==> src/rtl/gpio_pkg.sv <==
// Shared register offsets for the I/O port.
package gpio_pkg;
    localparam int ADDR_W = 3;

    typedef enum logic [ADDR_W-1:0] {
        REG_PORT   = 3'd0,
        REG_DIR    = 3'd1,
        REG_CSEL   = 3'd2,
        REG_PULL   = 3'd3,
        REG_BITSC  = 3'd4,
        REG_BITRMW = 3'd5
    } gpio_reg_e;
endpackage

==> src/rtl/gpio_sync.sv <==
// Multi-stage synchronizer for asynchronous pin levels.
// Assumes STAGES >= 2; all stages clear on reset.
module gpio_sync #(
    parameter int W      = 8,
    parameter int STAGES = 2
) (
    input  logic         clk,
    input  logic         rst_n,
    input  logic [W-1:0] d,
    output logic [W-1:0] q
);
    logic [W-1:0] stg [STAGES];

    // shift the pin sample through the chain
    always_ff @(posedge clk) begin
        if (!rst_n) begin
            for (int s = 0; s < STAGES; s++) stg[s] <= '0;
        end else begin
            stg[0] <= d;
            for (int s = 1; s < STAGES; s++) stg[s] <= stg[s-1];
        end
    end

    assign q = stg[STAGES-1];
endmodule

==> src/rtl/gpio_pin_mux.sv <==
// Per-bit pin routing: driven level, driver enable, pull-up, readback
// source and per-bit check result. Purely combinational.
// Assumes pin_s is already synchronized.
module gpio_pin_mux #(
    parameter int W = 8
) (
    input  logic [W-1:0] dir,
    input  logic [W-1:0] csel,
    input  logic [W-1:0] latch,
    input  logic [W-1:0] periph,
    input  logic [W-1:0] pin_s,
    input  logic         pull_en,
    output logic [W-1:0] drv,
    output logic [W-1:0] oe,
    output logic [W-1:0] pu,
    output logic [W-1:0] rdback,
    output logic [W-1:0] bit_ok
);
    for (genvar i = 0; i < W; i++) begin : g_bit
        logic lvl;
        // intended level: peripheral in control mode, latch otherwise
        always_comb lvl = csel[i] ? periph[i] : latch[i];
        assign drv[i]    = lvl;
        assign oe[i]     = dir[i];
        assign pu[i]     = pull_en & ~dir[i];
        assign rdback[i] = dir[i] ? lvl : pin_s[i];
        assign bit_ok[i] = ~dir[i] | (pin_s[i] == lvl);
    end
endmodule

==> src/rtl/gpio_check.sv <==
// Registers the AND of per-bit check results when strobed.
// The result holds between strobes and clears on reset.
module gpio_check #(
    parameter int W = 8
) (
    input  logic         clk,
    input  logic         rst_n,
    input  logic         stb,
    input  logic [W-1:0] bit_ok,
    output logic         match_q
);
    // capture the combined result on a strobe
    always_ff @(posedge clk) begin
        if (!rst_n)   match_q <= 1'b0;
        else if (stb) match_q <= &bit_ok;
    end
endmodule

==> src/rtl/gpio_port.sv <==
// Byte-wide I/O port: output latch (not reset), direction, control
// select, pull-up option register, two bit operations and a pin check.
// Assumes W is a power of two and PU_BIT differs from PU_FIXED.
module gpio_port
    import gpio_pkg::*;
#(
    parameter int W          = 8,
    parameter int PU_BIT     = 0,
    parameter int PU_FIXED   = 7,
    parameter bit INPUT_ONLY = 1'b0
) (
    input  logic              clk,
    input  logic              rst_n,
    input  logic              bus_wr,
    input  logic [ADDR_W-1:0] bus_addr,
    input  logic [W-1:0]      bus_wdata,
    output logic [W-1:0]      bus_rdata,
    input  logic              chk_stb,
    output logic              chk_match,
    input  logic              ext_bus,
    input  logic [W-1:0]      periph_out,
    input  logic [W-1:0]      pin_in,
    output logic [W-1:0]      pin_out,
    output logic [W-1:0]      pin_oe,
    output logic [W-1:0]      pin_pu
);
    localparam int IDX_W = $clog2(W);
    localparam logic [W-1:0] PULL_MASK = ~(W'(1) << PU_FIXED);

    logic [W-1:0]     latch_q, dir_q, csel_q, pull_q;
    logic [W-1:0]     pin_s, rdback, bit_ok, rmw_val;
    logic [IDX_W-1:0] bit_idx;
    logic             bit_val;
    logic             wr_port, wr_dir, wr_csel, wr_pull, wr_sc, wr_rmw;

    assign bit_idx = bus_wdata[IDX_W-1:0];
    assign bit_val = bus_wdata[IDX_W];
    assign wr_port = bus_wr && (bus_addr == REG_PORT);
    assign wr_dir  = bus_wr && (bus_addr == REG_DIR);
    assign wr_csel = bus_wr && (bus_addr == REG_CSEL);
    assign wr_pull = bus_wr && (bus_addr == REG_PULL);
    assign wr_sc   = bus_wr && (bus_addr == REG_BITSC);
    assign wr_rmw  = bus_wr && (bus_addr == REG_BITRMW);

    gpio_sync #(.W(W), .STAGES(2)) sync_i (
        .clk(clk), .rst_n(rst_n), .d(pin_in), .q(pin_s)
    );

    gpio_pin_mux #(.W(W)) mux_i (
        .dir(dir_q), .csel(csel_q), .latch(latch_q), .periph(periph_out),
        .pin_s(pin_s), .pull_en(pull_q[PU_BIT] & ~ext_bus),
        .drv(pin_out), .oe(pin_oe), .pu(pin_pu),
        .rdback(rdback), .bit_ok(bit_ok)
    );

    gpio_check #(.W(W)) check_i (
        .clk(clk), .rst_n(rst_n), .stb(chk_stb),
        .bit_ok(bit_ok), .match_q(chk_match)
    );

    // read-modify-write value: readback with the addressed bit replaced
    always_comb begin
        rmw_val          = rdback;
        rmw_val[bit_idx] = bit_val;
    end

    // output latch: deliberately no reset
    always_ff @(posedge clk) begin
        if (wr_port)     latch_q          <= bus_wdata;
        else if (wr_sc)  latch_q[bit_idx] <= bit_val;
        else if (wr_rmw) latch_q          <= rmw_val;
    end

    if (INPUT_ONLY) begin : g_dir_fixed
        assign dir_q = '0;
    end else begin : g_dir_reg
        // direction register
        always_ff @(posedge clk) begin
            if (!rst_n)      dir_q <= '0;
            else if (wr_dir) dir_q <= bus_wdata;
        end
    end

    // control select and pull-up option registers
    always_ff @(posedge clk) begin
        if (!rst_n) begin
            csel_q <= '0;
            pull_q <= '0;
        end else begin
            if (wr_csel) csel_q <= bus_wdata;
            if (wr_pull) pull_q <= bus_wdata & PULL_MASK;
        end
    end

    // read data select
    always_comb begin
        case (bus_addr)
            REG_PORT: bus_rdata = rdback;
            REG_DIR:  bus_rdata = dir_q;
            REG_CSEL: bus_rdata = csel_q;
            REG_PULL: bus_rdata = pull_q;
            default:  bus_rdata = '0;
        endcase
    end
endmodule

==> config.mk <==
export PLATFORM = sky130hd
export DESIGN_NAME = gpio_port
export DESIGN_NICKNAME = d
export VERILOG_FILES = /design/src/rtl/gpio_pkg.sv /design/src/rtl/gpio_sync.sv /design/src/rtl/gpio_pin_mux.sv /design/src/rtl/gpio_check.sv /design/src/rtl/gpio_port.sv
export SDC_FILE = /design/constraint.sdc
export NUM_CORES = 1
export LEC_CHECK = 0
export ABC_CLOCK_PERIOD_IN_PS = 2900
export BUFFER_PORTS_ARGS = -buffer_cell sky130_fd_sc_hd__buf_2
export CAP_MARGIN = 15
export CELL_PAD_IN_SITES_DETAIL_PLACEMENT = 1
export CELL_PAD_IN_SITES_GLOBAL_PLACEMENT = 1
export CORE_UTILIZATION = 42
export DETAILED_ROUTE_END_ITERATION = 10
export GPL_TIMING_DRIVEN = 0
export PLACE_DENSITY_LB_ADDON = 0.1
export SYNTH_ARGS = -nofsm -noshare
export SYNTH_HDL_FRONTEND = slang
export SYNTH_SLANG_ARGS = --single-unit
==> constraint.sdc <==
create_clock -name clk -period 2.9 [get_ports clk]
set_input_delay 0.435 -clock clk [delete_from_list [all_inputs] [get_ports clk]]
set_output_delay 0.435 -clock clk [all_outputs]
set_load 0.01 [all_outputs]
After elaboration in Yosys (flattened, before gate mapping)
Memory sizes are Yosys's and may differ from the RTL's. Cells that the tools add are included. Widths: inputs -> output; s select.

Register bits: 32. Latch bits: 0. Bits in writable memories: 16. Bits in read-only memories: 0. Bits of input ports: 32. Output and inout port bits: 33. Word-level logic and storage cells: 87. Memories: 1.

Memories: sync_i.stg (words 2, width 8, read ports 2, clocked after memory_dff 0, wr ports 2, line gpio_sync.sv:12) `logic [W-1:0] stg [STAGES];`.

Add/subtract/negate cells: 0. Multipliers: 0. Divide/modulo/power cells: 0. $lt $le $gt $ge: 2. Equal/unequal tests: 13. Shifts and indexed selects: 0. Multiplexer cells: 28. Bitwise gates (word level): 28. Reduce and logical (&&, ||, !) cells: 10.

Operator list (count): $mux 8 (5); $pmux 8 s4 (1); $mux 1 (19); $bwmux 8 (2); $or 1x1->1 (10); $and 1x1->1 (9); $not 1->1 (9); $eq 1x1->1 (8); $reduce_and 8->1 (1); $logic_and 1x1->1 (7); $eq 3x2->1 const B (2); $eq 3x3->1 const B (2); $lt 3x4->1 const B (1); $demux 1 s3 (1); $eq 3x1->1 const B (1); $ge 3x1->1 const B (1); $logic_not 3->1 (1); $reduce_bool 3->1 (1).

Logic depth before layout (Yosys ltp)
Depth in word-level cells: 8. Depth in mapped cells: 6. Mapped depth without buffers: 4.

By module
A second synthesis with hierarchy kept.

Cells, all modules: 295. Area, all modules: 2736.4 µm².

By module, submodules not included: gpio_port (times used 1, cells an instance 168, area an instance 1659.1 µm², seq. area each 700.7 µm²); gpio_pin_mux (times used 1, cells an instance 80, area an instance 520.5 µm², seq. area each 0.0 µm²); gpio_sync (times used 1, cells an instance 41, area an instance 506.7 µm², seq. area each 320.3 µm²); gpio_check (times used 1, cells an instance 6, area an instance 50.0 µm², seq. area each 20.0 µm²).

Worst setup path after synthesis
OpenSTA, ideal clock, no wires.

Path type: input -> output. From: input port bus_addr[0]. To: output port bus_rdata[5]. Data arrival time: 1.522 ns. Data required time: 2.465 ns. Path slack: 0.943 ns. Cell stages on the path: 5. Buffers on the path: 2. Path through: clkbuf_1 -> buf_1 -> o21a_1 -> a211oi_1 -> a211oi_1.

Longest elaborated chain between the ends: 2. Elaborated cells between the ends (all ways): 5. Classes of those cells: eq/ne (3); mux (1); reduce/logical (1).

RTL lines: start: declaration (line gpio_port.sv:15) `input logic [ADDR_W-1:0] bus_addr,`; $eq 3x2->1, or another cell as far along (line gpio_port.sv:97) `case (bus_addr)`; $pmux 8 s4 (*) (line gpio_port.sv:97); end: declaration (line gpio_port.sv:17) `output logic [W-1:0] bus_rdata,`.

Every way passes the cells marked *; elsewhere a longest branch is shown, timed or not.

Worst setup path in the final report
From: input port bus_addr[0]. To: output port bus_rdata[6].

Same word-level chain as after synthesis.

==> run_results.csv <==
group,metric,value,unit
clock_tree,post_cts_buffers,0,
job,cap_viol_max_count,0,
sta,relSlewSlack,0.230,
power,power_leakage,0.00131,uW
final_layout,final_nets,415,
sta,maxSlewViolCount,0,
floorplan,die-area,6590,sq um
sta,fin_crit_sh,0.855,
placed_design,hpwlAfterDp,6.14,mm
placed_design,numPortBuffers,63,
sta,worst_hold_slack,0.330,ns
worst_setup_path,required,2.47,ns
sta,rsz0062_at_grt,"no",
floorplan,rows,28,
drt,viasPerCell,5.50,
drt,wl_per_cell,17.5,microns
synthesis,avgSynthCellArea,8.42,sq um
clock_tree,ctsResizeCount,0,
drt,drt_wl_total,8.04,mm
synthesis,yosysTopAreaCellShare,0.304,
clock_tree,ctsHtreeMaxLevel,2,
drt,antenna_left,0,
synthesis,syn_nets,345,
drt,dr.first_iter.drc_count,105,
clock_tree,clk_pin_slew,0.09,ns
global_routing,grt_use_total,0.263,
sta,tightest_slew,1.15,ns
worst_setup_path,cp.arrival,2.04,ns
clock_tree,clk-insertion-delay-late,0.31,ns
synthesis,synth_cells,313,
synthesis,synth_cell_type_count,39,
sta,timing.setup.tns,0,ns
outcome,status,"complete, no violations",
clock_tree,postCtsHoldBufs,0,
worst_setup_path,cp-end-kind,"output pin",
synthesis,synth.area.top_cells,"dfxtp_1 30%, edfxtp_1 9.1%, nand2_1 8.5%",
final_layout,nFillCells,772,
synthesis,ys_ff_latch,48,
global_routing,antenna_found_initial,0,
worst_setup_path,crit_fanout,10,
min_path,worst_hold_path_type,"primary input to flop",
sta,fmax,403,MHz
placed_design,gp_congestion,0.850,
sta,finClkSkew,0.0138,ns
clock_tree,cts_buffers,5,
clock_tree,cts_tree,"yes",
final_layout,diodes,0,
power,powerDensity,440,nW/um^2
final_layout,final_common_cell,"buf_2",
floorplan,start_util,0.440,
placed_design,dpl-instance-area,3040,sq um
global_routing,grt_max_degree,15,
final_layout,final_cell_mix,"66 x buf_2, 60 x nand2_1, 40 x dfxtp_1",
floorplan,core_area,5990,sq um
global_routing,grt_pass1_wl,12.6,mm
worst_setup_path,crit_type,"primary input to output pin",
drt,drc,0,
sta,period_minus_slack,2.48,ns
sta,hold_violations,0,
synthesis,seq_area_frac_synth,0.395,
floorplan,die_h,81.2,microns
clock_tree,cts_max_path_buffers,2,
floorplan,die_w,81.2,microns
drt,vias,2525,
global_routing,gr-total-overflow,0,
final_layout,design_area,3150,sq um
worst_setup_path,startpoint_type,"primary input",
synthesis,synthesis.area,2640,sq um
final_layout,syn_to_final_growth,19.4,%
floorplan,num_io_pins,65,
synthesis,post-synth-top-area-cell,"dfxtp_1",
power,ir_worst_vdd,0.000217,V
clock_tree,cts.sinks,48,
final_layout,drive_above_1_share,0.260,
sta,setup_viol,0,
synthesis,yosys_warnings,0,
global_routing,grt_pass1_vias,2479,
clock_tree,cts_root_buf,"clkbuf_8",
drt,dr.pass1.iters,4,
-- synth_stat cells --
cell type and n:
nand2_1 60, nor3_1 1, a21oi_1 11, buf_1 1
or3b_2 2, and2_1 17, nand4_1 1, o211ai_1 2
nand3b_1 5, a2111o_1 1, xor2_1 2, inv_1 4
a31oi_1 7, nand2b_1 7, mux2i_1 12, a21o_1 1
a21boi_0 23, a211oi_1 12, nor2_1 25, buf_4 8
o22ai_1 1, or4b_2 1, o21a_1 5, xnor2_1 3
clkbuf_1 16, o41ai_2 1, or3_1 2, edfxtp_1 8
a221oi_1 2, nor2b_1 3, mux2i_4 1, o21ai_0 1
or2_2 3, mux2_2 10, dfxtp_1 40, nand3_1 8
a211o_2 1, a22o_1 2, buf_2 3
-- worst paths after layout --
check | startpoint | endpoint | slack, ns | depth (start not counted)
max | bus_addr[0] | bus_rdata[6] | 0.42 | 7
min | pin_in[1] | sync_i.stg[0][1] | 0.33 | 2
max reg2reg | csel_q[4] | check_i.match_q | 1.22 | 4
min reg2reg | sync_i.stg[0][6] | sync_i.stg[0][14] | 0.43 | 1
-- metrics by stage --
| step | cells | total power (uW) | worst slack [ns] | util |
|---|---|---|---|---|
| 4_1_cts | 459 | 1390 | 0.436 | 0.525 |
| 6_report | 459 | 1390 | 0.422 | 0.525 |
| 3_3_place_gp | 451 | 931 | 0.466 | 0.508 |
| 3_5_place_dp | 451 | 939 | 0.450 | 0.508 |
| 5_1_grt | 459 | 1440 | 0.255 | 0.525 |
| 2_1_floorplan | 313 | 856 | 0.943 | - |
-- layout make-up --
cell class	count	area, sq um	area share
Inverter	4	15.0	0.00477
Sequential cell	48	1040	0.331
Clock buffer	7	97.6	0.0310
Multi-Input combinational cell	233	1440	0.458
Timing Repair Buffer	63	315	0.100
Tap cell	75	93.8	0.0298
Buffer	28	139	0.0441
Clock inverter	1	5.00	0.00159
-- where the power goes --
| part | switching [uW] | internal, uW | total [uW] |
|---|---|---|---|
| combinational | 118 | 89.4 | 207 |
| sequential | 16.0 | 702 | 718 |
| clock | 239 | 222 | 461 |
-- state kept, by name (all words and copies together) (netlist names) --
| register | count |
|---|---|
| sync_i.stg | 16 |
| csel_q | 8 |
| dir_q | 8 |
| latch_q | 8 |
| pull_q | 7 |
| check_i.match_q | 1 |
-- critical path: stages --
cell      delay [ns]
buf_2           0.09
clkbuf_1        0.40
buf_1           0.43
o21a_1          0.19
a211oi_1        0.05
a211oi_1        0.26
buf_2           0.18
-- cell families after synthesis --
| family | Yosys count | share of synthesized area |
|---|---|---|
| multiplexers | 23 | 0.0969 |
| flip-flops | 48 | 0.395 |
| buffers and inverters | 32 | 0.0584 |
| XOR/XNOR | 5 | 0.0166 |
| AND/OR/NAND/NOR | 135 | 0.241 |
| AO/OA/AOI/OAI | 70 | 0.192 |
-- per-layer routing --
layer	up-vias	wire length [microns]	GRT usage
li1	1217	-	-
met1	1238	3660	0.332
met2	58	4010	0.459
met3	12	268	0.0393
met4	0	97	0.0821
met5	-	0	0
Power figures use the tool's default switching activity.
